===== src/rtl/pt_pkg.sv =====
// Package: shared default widths for the page table lookup unit.
// Assumes byte-addressed virtual memory with power-of-two pages.
package pt_pkg;
    localparam int PT_VA_W  = 32;  // virtual address width
    localparam int PT_OFF_W = 12;  // page offset width (4096-byte pages)
    localparam int PT_PPN_W = 18;  // physical page number width
    localparam int PT_IDX_W = 8;   // default table index width (reduced depth)
endpackage


===== src/rtl/pt_addr_split.sv =====
// Module: pt_addr_split
// Splits a virtual address into page number and offset, and forms the
// table index as (page number + base) modulo the table depth.
// Assumes IDX_W <= VA_W - OFF_W.
module pt_addr_split #(
    parameter int VA_W  = 32,
    parameter int OFF_W = 12,
    parameter int IDX_W = 8
) (
    input  logic [VA_W-1:0]  vaddr,
    input  logic [IDX_W-1:0] base,
    output logic [IDX_W-1:0] idx,
    output logic [OFF_W-1:0] offset
);
    localparam int VPN_W = VA_W - OFF_W;

    logic [VPN_W-1:0] vpn;

    // Separate the page number from the offset.
    always_comb begin
        vpn    = vaddr[VA_W-1:OFF_W];
        offset = vaddr[OFF_W-1:0];
    end

    // Add the base; the sum wraps at the table depth.
    always_comb begin
        idx = vpn[IDX_W-1:0] + base;
    end

    // Page number bits above the index width do not reach the table.
    generate
        if (IDX_W < VPN_W) begin : g_hi_bits
            logic unused_vpn_hi;
            assign unused_vpn_hi = ^vpn[VPN_W-1:IDX_W];
        end
    endgenerate
endmodule


===== src/rtl/pt_table_mem.sv =====
// Module: pt_table_mem
// Page table storage: one present bit and one page number per entry.
// Present bits are cleared by reset; page numbers are not reset.
// Reads are registered and return the contents from before a write to
// the same index in the same cycle.
module pt_table_mem #(
    parameter int IDX_W = 8,
    parameter int PPN_W = 18
) (
    input  logic             clk,
    input  logic             rst_n,
    input  logic             wr_en,
    input  logic [IDX_W-1:0] wr_idx,
    input  logic             wr_present,
    input  logic [PPN_W-1:0] wr_ppn,
    input  logic             rd_en,
    input  logic [IDX_W-1:0] rd_idx,
    output logic             rd_present,
    output logic [PPN_W-1:0] rd_ppn
);
    localparam int DEPTH = 1 << IDX_W;

    logic [DEPTH-1:0] present_q;
    logic [PPN_W-1:0] ppn_mem [DEPTH];

    // Present bits, one flop per entry, cleared on reset.
    generate
        for (genvar e = 0; e < DEPTH; e++) begin : g_present
            always_ff @(posedge clk) begin
                if (!rst_n) begin
                    present_q[e] <= 1'b0;
                end else if (wr_en && (wr_idx == IDX_W'(e))) begin
                    present_q[e] <= wr_present;
                end
            end
        end
    endgenerate

    // Page number storage write.
    always_ff @(posedge clk) begin
        if (wr_en) begin
            ppn_mem[wr_idx] <= wr_ppn;
        end
    end

    // Registered read; sees state from before this cycle's write.
    always_ff @(posedge clk) begin
        if (!rst_n) begin
            rd_present <= 1'b0;
            rd_ppn     <= '0;
        end else if (rd_en) begin
            rd_present <= present_q[rd_idx];
            rd_ppn     <= ppn_mem[rd_idx];
        end
    end
endmodule


===== src/rtl/pt_resp_stage.sv =====
// Module: pt_resp_stage
// Holds the request strobe and page offset for one cycle and combines
// them with the table read into the response. The address and the fault
// flag are mutually exclusive, and both are quiet when no response is due.
module pt_resp_stage #(
    parameter int OFF_W = 12,
    parameter int PPN_W = 18
) (
    input  logic                   clk,
    input  logic                   rst_n,
    input  logic                   req_valid,
    input  logic [OFF_W-1:0]       req_offset,
    input  logic                   rd_present,
    input  logic [PPN_W-1:0]       rd_ppn,
    output logic                   resp_valid,
    output logic                   resp_fault,
    output logic [PPN_W+OFF_W-1:0] resp_paddr
);
    logic [OFF_W-1:0] offset_q;

    // Delay the strobe and offset to line up with the table read.
    always_ff @(posedge clk) begin
        if (!rst_n) begin
            resp_valid <= 1'b0;
            offset_q   <= '0;
        end else begin
            resp_valid <= req_valid;
            if (req_valid) begin
                offset_q <= req_offset;
            end
        end
    end

    // Form the fault flag or the physical address, never both.
    always_comb begin
        resp_fault = resp_valid && !rd_present;
        resp_paddr = (resp_valid && rd_present) ? {rd_ppn, offset_q} : '0;
    end
endmodule


===== src/rtl/pt_lookup_unit.sv =====
// Module: pt_lookup_unit (top)
// Single-level page table lookup: base register, index formation,
// table storage with a load port, and a fixed one-cycle response.
// Assumes IDX_W <= VA_W - OFF_W and that requests carry no back-pressure.
module pt_lookup_unit #(
    parameter int VA_W  = pt_pkg::PT_VA_W,
    parameter int OFF_W = pt_pkg::PT_OFF_W,
    parameter int PPN_W = pt_pkg::PT_PPN_W,
    parameter int IDX_W = pt_pkg::PT_IDX_W,
    localparam int PA_W = PPN_W + OFF_W
) (
    input  logic             clk,
    input  logic             rst_n,
    input  logic             base_load,
    input  logic [IDX_W-1:0] base_value,
    input  logic             tbl_wr_en,
    input  logic [IDX_W-1:0] tbl_wr_idx,
    input  logic             tbl_wr_present,
    input  logic [PPN_W-1:0] tbl_wr_ppn,
    input  logic             req_valid,
    input  logic [VA_W-1:0]  req_vaddr,
    output logic             resp_valid,
    output logic             resp_fault,
    output logic [PA_W-1:0]  resp_paddr
);
    logic [IDX_W-1:0] base_q;
    logic [IDX_W-1:0] lookup_idx;
    logic [OFF_W-1:0] lookup_off;
    logic             rd_present;
    logic [PPN_W-1:0] rd_ppn;

    // Table base register; a load applies to later requests.
    always_ff @(posedge clk) begin
        if (!rst_n) begin
            base_q <= '0;
        end else if (base_load) begin
            base_q <= base_value;
        end
    end

    pt_addr_split #(
        .VA_W (VA_W),
        .OFF_W(OFF_W),
        .IDX_W(IDX_W)
    ) split_i (
        .vaddr (req_vaddr),
        .base  (base_q),
        .idx   (lookup_idx),
        .offset(lookup_off)
    );

    pt_table_mem #(
        .IDX_W(IDX_W),
        .PPN_W(PPN_W)
    ) table_i (
        .clk       (clk),
        .rst_n     (rst_n),
        .wr_en     (tbl_wr_en),
        .wr_idx    (tbl_wr_idx),
        .wr_present(tbl_wr_present),
        .wr_ppn    (tbl_wr_ppn),
        .rd_en     (req_valid),
        .rd_idx    (lookup_idx),
        .rd_present(rd_present),
        .rd_ppn    (rd_ppn)
    );

    pt_resp_stage #(
        .OFF_W(OFF_W),
        .PPN_W(PPN_W)
    ) resp_i (
        .clk       (clk),
        .rst_n     (rst_n),
        .req_valid (req_valid),
        .req_offset(lookup_off),
        .rd_present(rd_present),
        .rd_ppn    (rd_ppn),
        .resp_valid(resp_valid),
        .resp_fault(resp_fault),
        .resp_paddr(resp_paddr)
    );
endmodule


===== config.mk =====
export PLATFORM = sky130hd
export DESIGN_NAME = pt_lookup_unit
export DESIGN_NICKNAME = d
export VERILOG_FILES = /design/src/rtl/pt_pkg.sv /design/src/rtl/pt_addr_split.sv /design/src/rtl/pt_table_mem.sv /design/src/rtl/pt_resp_stage.sv /design/src/rtl/pt_lookup_unit.sv
export SDC_FILE = /design/constraint.sdc
export NUM_CORES = 2
export LEC_CHECK = 0
export BUFFER_PORTS_ARGS = -buffer_cell sky130_fd_sc_hd__buf_2
export CORE_MARGIN = 2
export CORE_UTILIZATION = 50
export DETAILED_ROUTE_END_ITERATION = 16
export PLACE_DENSITY = 0.68
export RECOVER_POWER = 50
export SYNTH_ARGS = -nofsm -noshare
export SYNTH_HDL_FRONTEND = slang
export SYNTH_MEMORY_MAX_BITS = 65536
export SYNTH_SLANG_ARGS = --single-unit

===== constraint.sdc =====
create_clock -name clk -period 3.4 [get_ports clk]
set_clock_uncertainty 0.15 [all_clocks]
set_input_delay 0.51 -clock clk [delete_from_list [all_inputs] [get_ports clk]]
set_output_delay 0.51 -clock clk [all_outputs]
set_load 0.01 [all_outputs]

==> results.toml <==
[placed_design]
numPortBuffers = 91
dpl.hpwl_um = 330000
gp_congestion = 0.933
post-place-ws_ns = -1.50
place_area_um2 = 207000

[timing]
setup_viol = 632
rsz0062_at_grt = "yes"
hold_violations = 0
max_clock_freq_mhz = 248
fin_ws_ns = -0.631
slew_violations = 2076
maxSlewHeadroom_pct = -130
finalCritPeriodShare_pct = 119
tightestPinTransition_ns = 3.45
finalCriticalPeriod_ns = 4.03

[power]
vdd_drop_max_uv = 523
power_mw = 138
pwr_density_cell_nw_per_um2 = 603
p_leak_nw = 73.5

[routing]
met2_length_um = 261000
drt_iter0_markers = 16100
wl_met1_um = 197000
vias = 104000
drcViolationCount = 0
routed_wl_um = 546000
dr_wl_met3_um = 59100
wl_per_cell_um = 33.8
drt_pass1_iterations = 6
top_layer = "met5"
postRouteAntennaNets = 0
vias_per_cell = 6.41

[synthesis]
synth_top_area_share_pct = 72.6
yosys.area.top_type = "edfxtp_1"
synth_top_family_by_area = "multiplexers"
synthCells = 9298
synth_xor_area_share_pct = 0.0401
synth_mux_area_share_pct = 16.5
synth_adder_area_share_pct = 0.0565
seq_area_frac_synth_pct = 75.7
synthTopCellsByCount = "edfxtp_1, mux4_2, nand2_1"
synth-main-ff-cell = "edfxtp_1"
avgSynthCellArea_um2 = 20.5
ys_types = 64
yosysWarnings = 0
yosysMostFrequentCell = "edfxtp_1"
synthArstFlopShare_pct = 0
ys_ff_latch = 4904
yosys.area_share.simple_pct = 3.27
synthTopCellsByArea = "edfxtp_1, mux4_2, dfxtp_1, nand2_1, mux2i_1"
syn-num-nets = 9378
synth_compound_area_share_pct = 2.96
synthesis.area_um2 = 191000
synth_edf_count = 4608

[global_routing]
grt_pass1_vias = 102000
grt_pass1_wl_um = 763000
gr-total-overflow = 0
grt_max_degree = 151
antenna_found_initial = 41
grtUsageTotal_pct = 27.6

[die]
row_count = 226
start_util_pct = 50.2
dieWidth_um = 621
io_pins = 104
dieArea_um2 = 386000
die_h_um = 621
core_um2 = 379000

[worst_setup_path]
critical_path_required_ns = 4.17
critPathArrivalTime_ns = 4.80
setup.worst_path.class = "reg -> reg"
end_kind = "flip-flop"
path_max_fanout = 7
crit_path_start_kind = "flip-flop"

[clocking]
numCtsBuffers = 474
cts_sinks = 4904
clockBufferDepth = 4
path_clk_slew_ns = 0.06
cts_tree = "done"
clock_latency_ns = 1.07
root_buffer = "clkbuf_16"
htreeDepth = 5

[final_layout]
area.sequential_um2 = 144000
syn2layout_area_growth_pct = 19.8
num-fill-cells = 25800
final_core_util_pct = 60.2
final_nets = 10800
postLayoutCellArea_um2 = 228000
multi_input_area_um2 = 46300
drive_above_1_share_pct = 35.8

[status]
violations = "capacitance limit, slew limit, setup timing"
status = "complete, but fails checks"

[run]
cap_violations = 29

[hold_path]
hold_class = "in -> reg"
[per-layer routing]
| layer | track usage, % | vias up |
|---|---|---|
| li1 | - | 41200 |
| met1 | 37.4 | 54600 |
| met2 | 44.0 | 6702 |
| met3 | 5.48 | 1078 |
| met4 | 12.1 | 10 |
| met5 | 0 | - |
[metrics by stage]
| stage | std cells | setup TNS [ns] | hold slack, ns |
|---|---|---|---|
| floorplan | 9298 | -0.0799 | 0.304 |
| global placement | 15000 | -22.78 | 0.313 |
| detailed placement | 15000 | -21.92 | 0.322 |
| CTS | 16000 | -9.25 | 0.00781 |
| global route | 16200 | -129.45 | 0.123 |
| finish | 16200 | -68.45 | 0.0820 |
[where the power goes]
| part | internal (mW) | total [mW] | switching (mW) |
|---|---|---|---|
| Clock | 29.7 | 52.7 | 23.0 |
| Combinational | 8.31 | 18.5 | 10.2 |
| Sequential | 66.2 | 66.4 | 0.154 |
| Total | 104 | 138 | 33.3 |
[critical path, cell delays in order (launching register included)]
cell	delay, ns
dfxtp_2	0.35
ha_4	0.14
inv_2	0.04
fa_4	0.84
buf_12	0.17
buf_12	0.15
buf_16	0.15
buf_16	0.14
buf_4	0.13
mux4_2	0.18
mux2i_1	0.13
a32oi_2	0.32
a21boi_4	0.16
or4_4	0.61
nor4_4	0.23
[area by class of cell]
type / count / area share, %
inverters: 6 / 0.0115
flip-flops and latches: 4904 / 63.2
well taps: 5016 / 2.75
repair buffers: 1532 / 6.81
diodes: 35 / 0.0384
multi-input cells: 3793 / 20.3
clock inverters: 279 / 1.26
clock buffers: 605 / 5.60
[logic make-up after synthesis]
group                    count (synthesis)
AO/OA/AOI/OAI                          821
XOR/XNOR                                 7
adder cells (fa/ha/maj)                  8
buffers and inverters                  601
flip-flops                            4904
multiplexers                          1509
AND/OR/NAND/NOR                       1448
[final timing paths]
kind,start,to,slack [ns],cells past startpoint
min reg2reg,table_i.present_q[124]$_SDFFE_PN0P_,table_i.present_q[124]$_SDFFE_PN0P_,0.33,2
max,base_q[0]$_SDFFE_PN0P_,table_i.rd_ppn[7]$_SDFFE_PN0P_,-0.63,14
max reg2reg,base_q[0]$_SDFFE_PN0P_,table_i.rd_ppn[7]$_SDFFE_PN0P_,-0.63,14
min,tbl_wr_idx[3],table_i.present_q[60]$_SDFFE_PN0P_,0.08,4
[state kept, by name, indices dropped and copies added (netlist names)]
register / flops
resp_i.resp_valid: 1
resp_i.offset_q: 12
table_i.present_q: 256
base_q: 8
table_i.ppn_mem: 4608
table_i.rd_present: 1
table_i.rd_ppn: 18
[repair_timing]
item                                    CTS  global route
gates resized for setup                 449           209
hold endpoints to repair                982             0
hold buffers                             60             0
endpoints found under the setup margin   21            19
setup buffers                           114           116
pin swaps                               107           101
cloned                                   28            13
[layout by cell type (no fill, tap or decap), types with 35 or more instances in the layout]
master and instances:
o21ai_0 250, dfxtp_1 294, clkbuf_16 492, mux4_2 1305, clkbuf_1 124, clkinv_2 90
mux2i_1 179, dlygate4sd3_1 60, diode_2 35, buf_16 42, clkinv_1 83, clkbuf_2 38
edfxtp_1 4608, nor2b_1 56, nor2_1 90, nand3_1 116, a21boi_0 228, buf_12 208
nor2_2 185, buf_2 71, and3_1 62, nand2_1 759, a32oi_1 47, buf_4 946
bufinv_16 41, buf_6 75
Power figures use the tool's default switching activity.
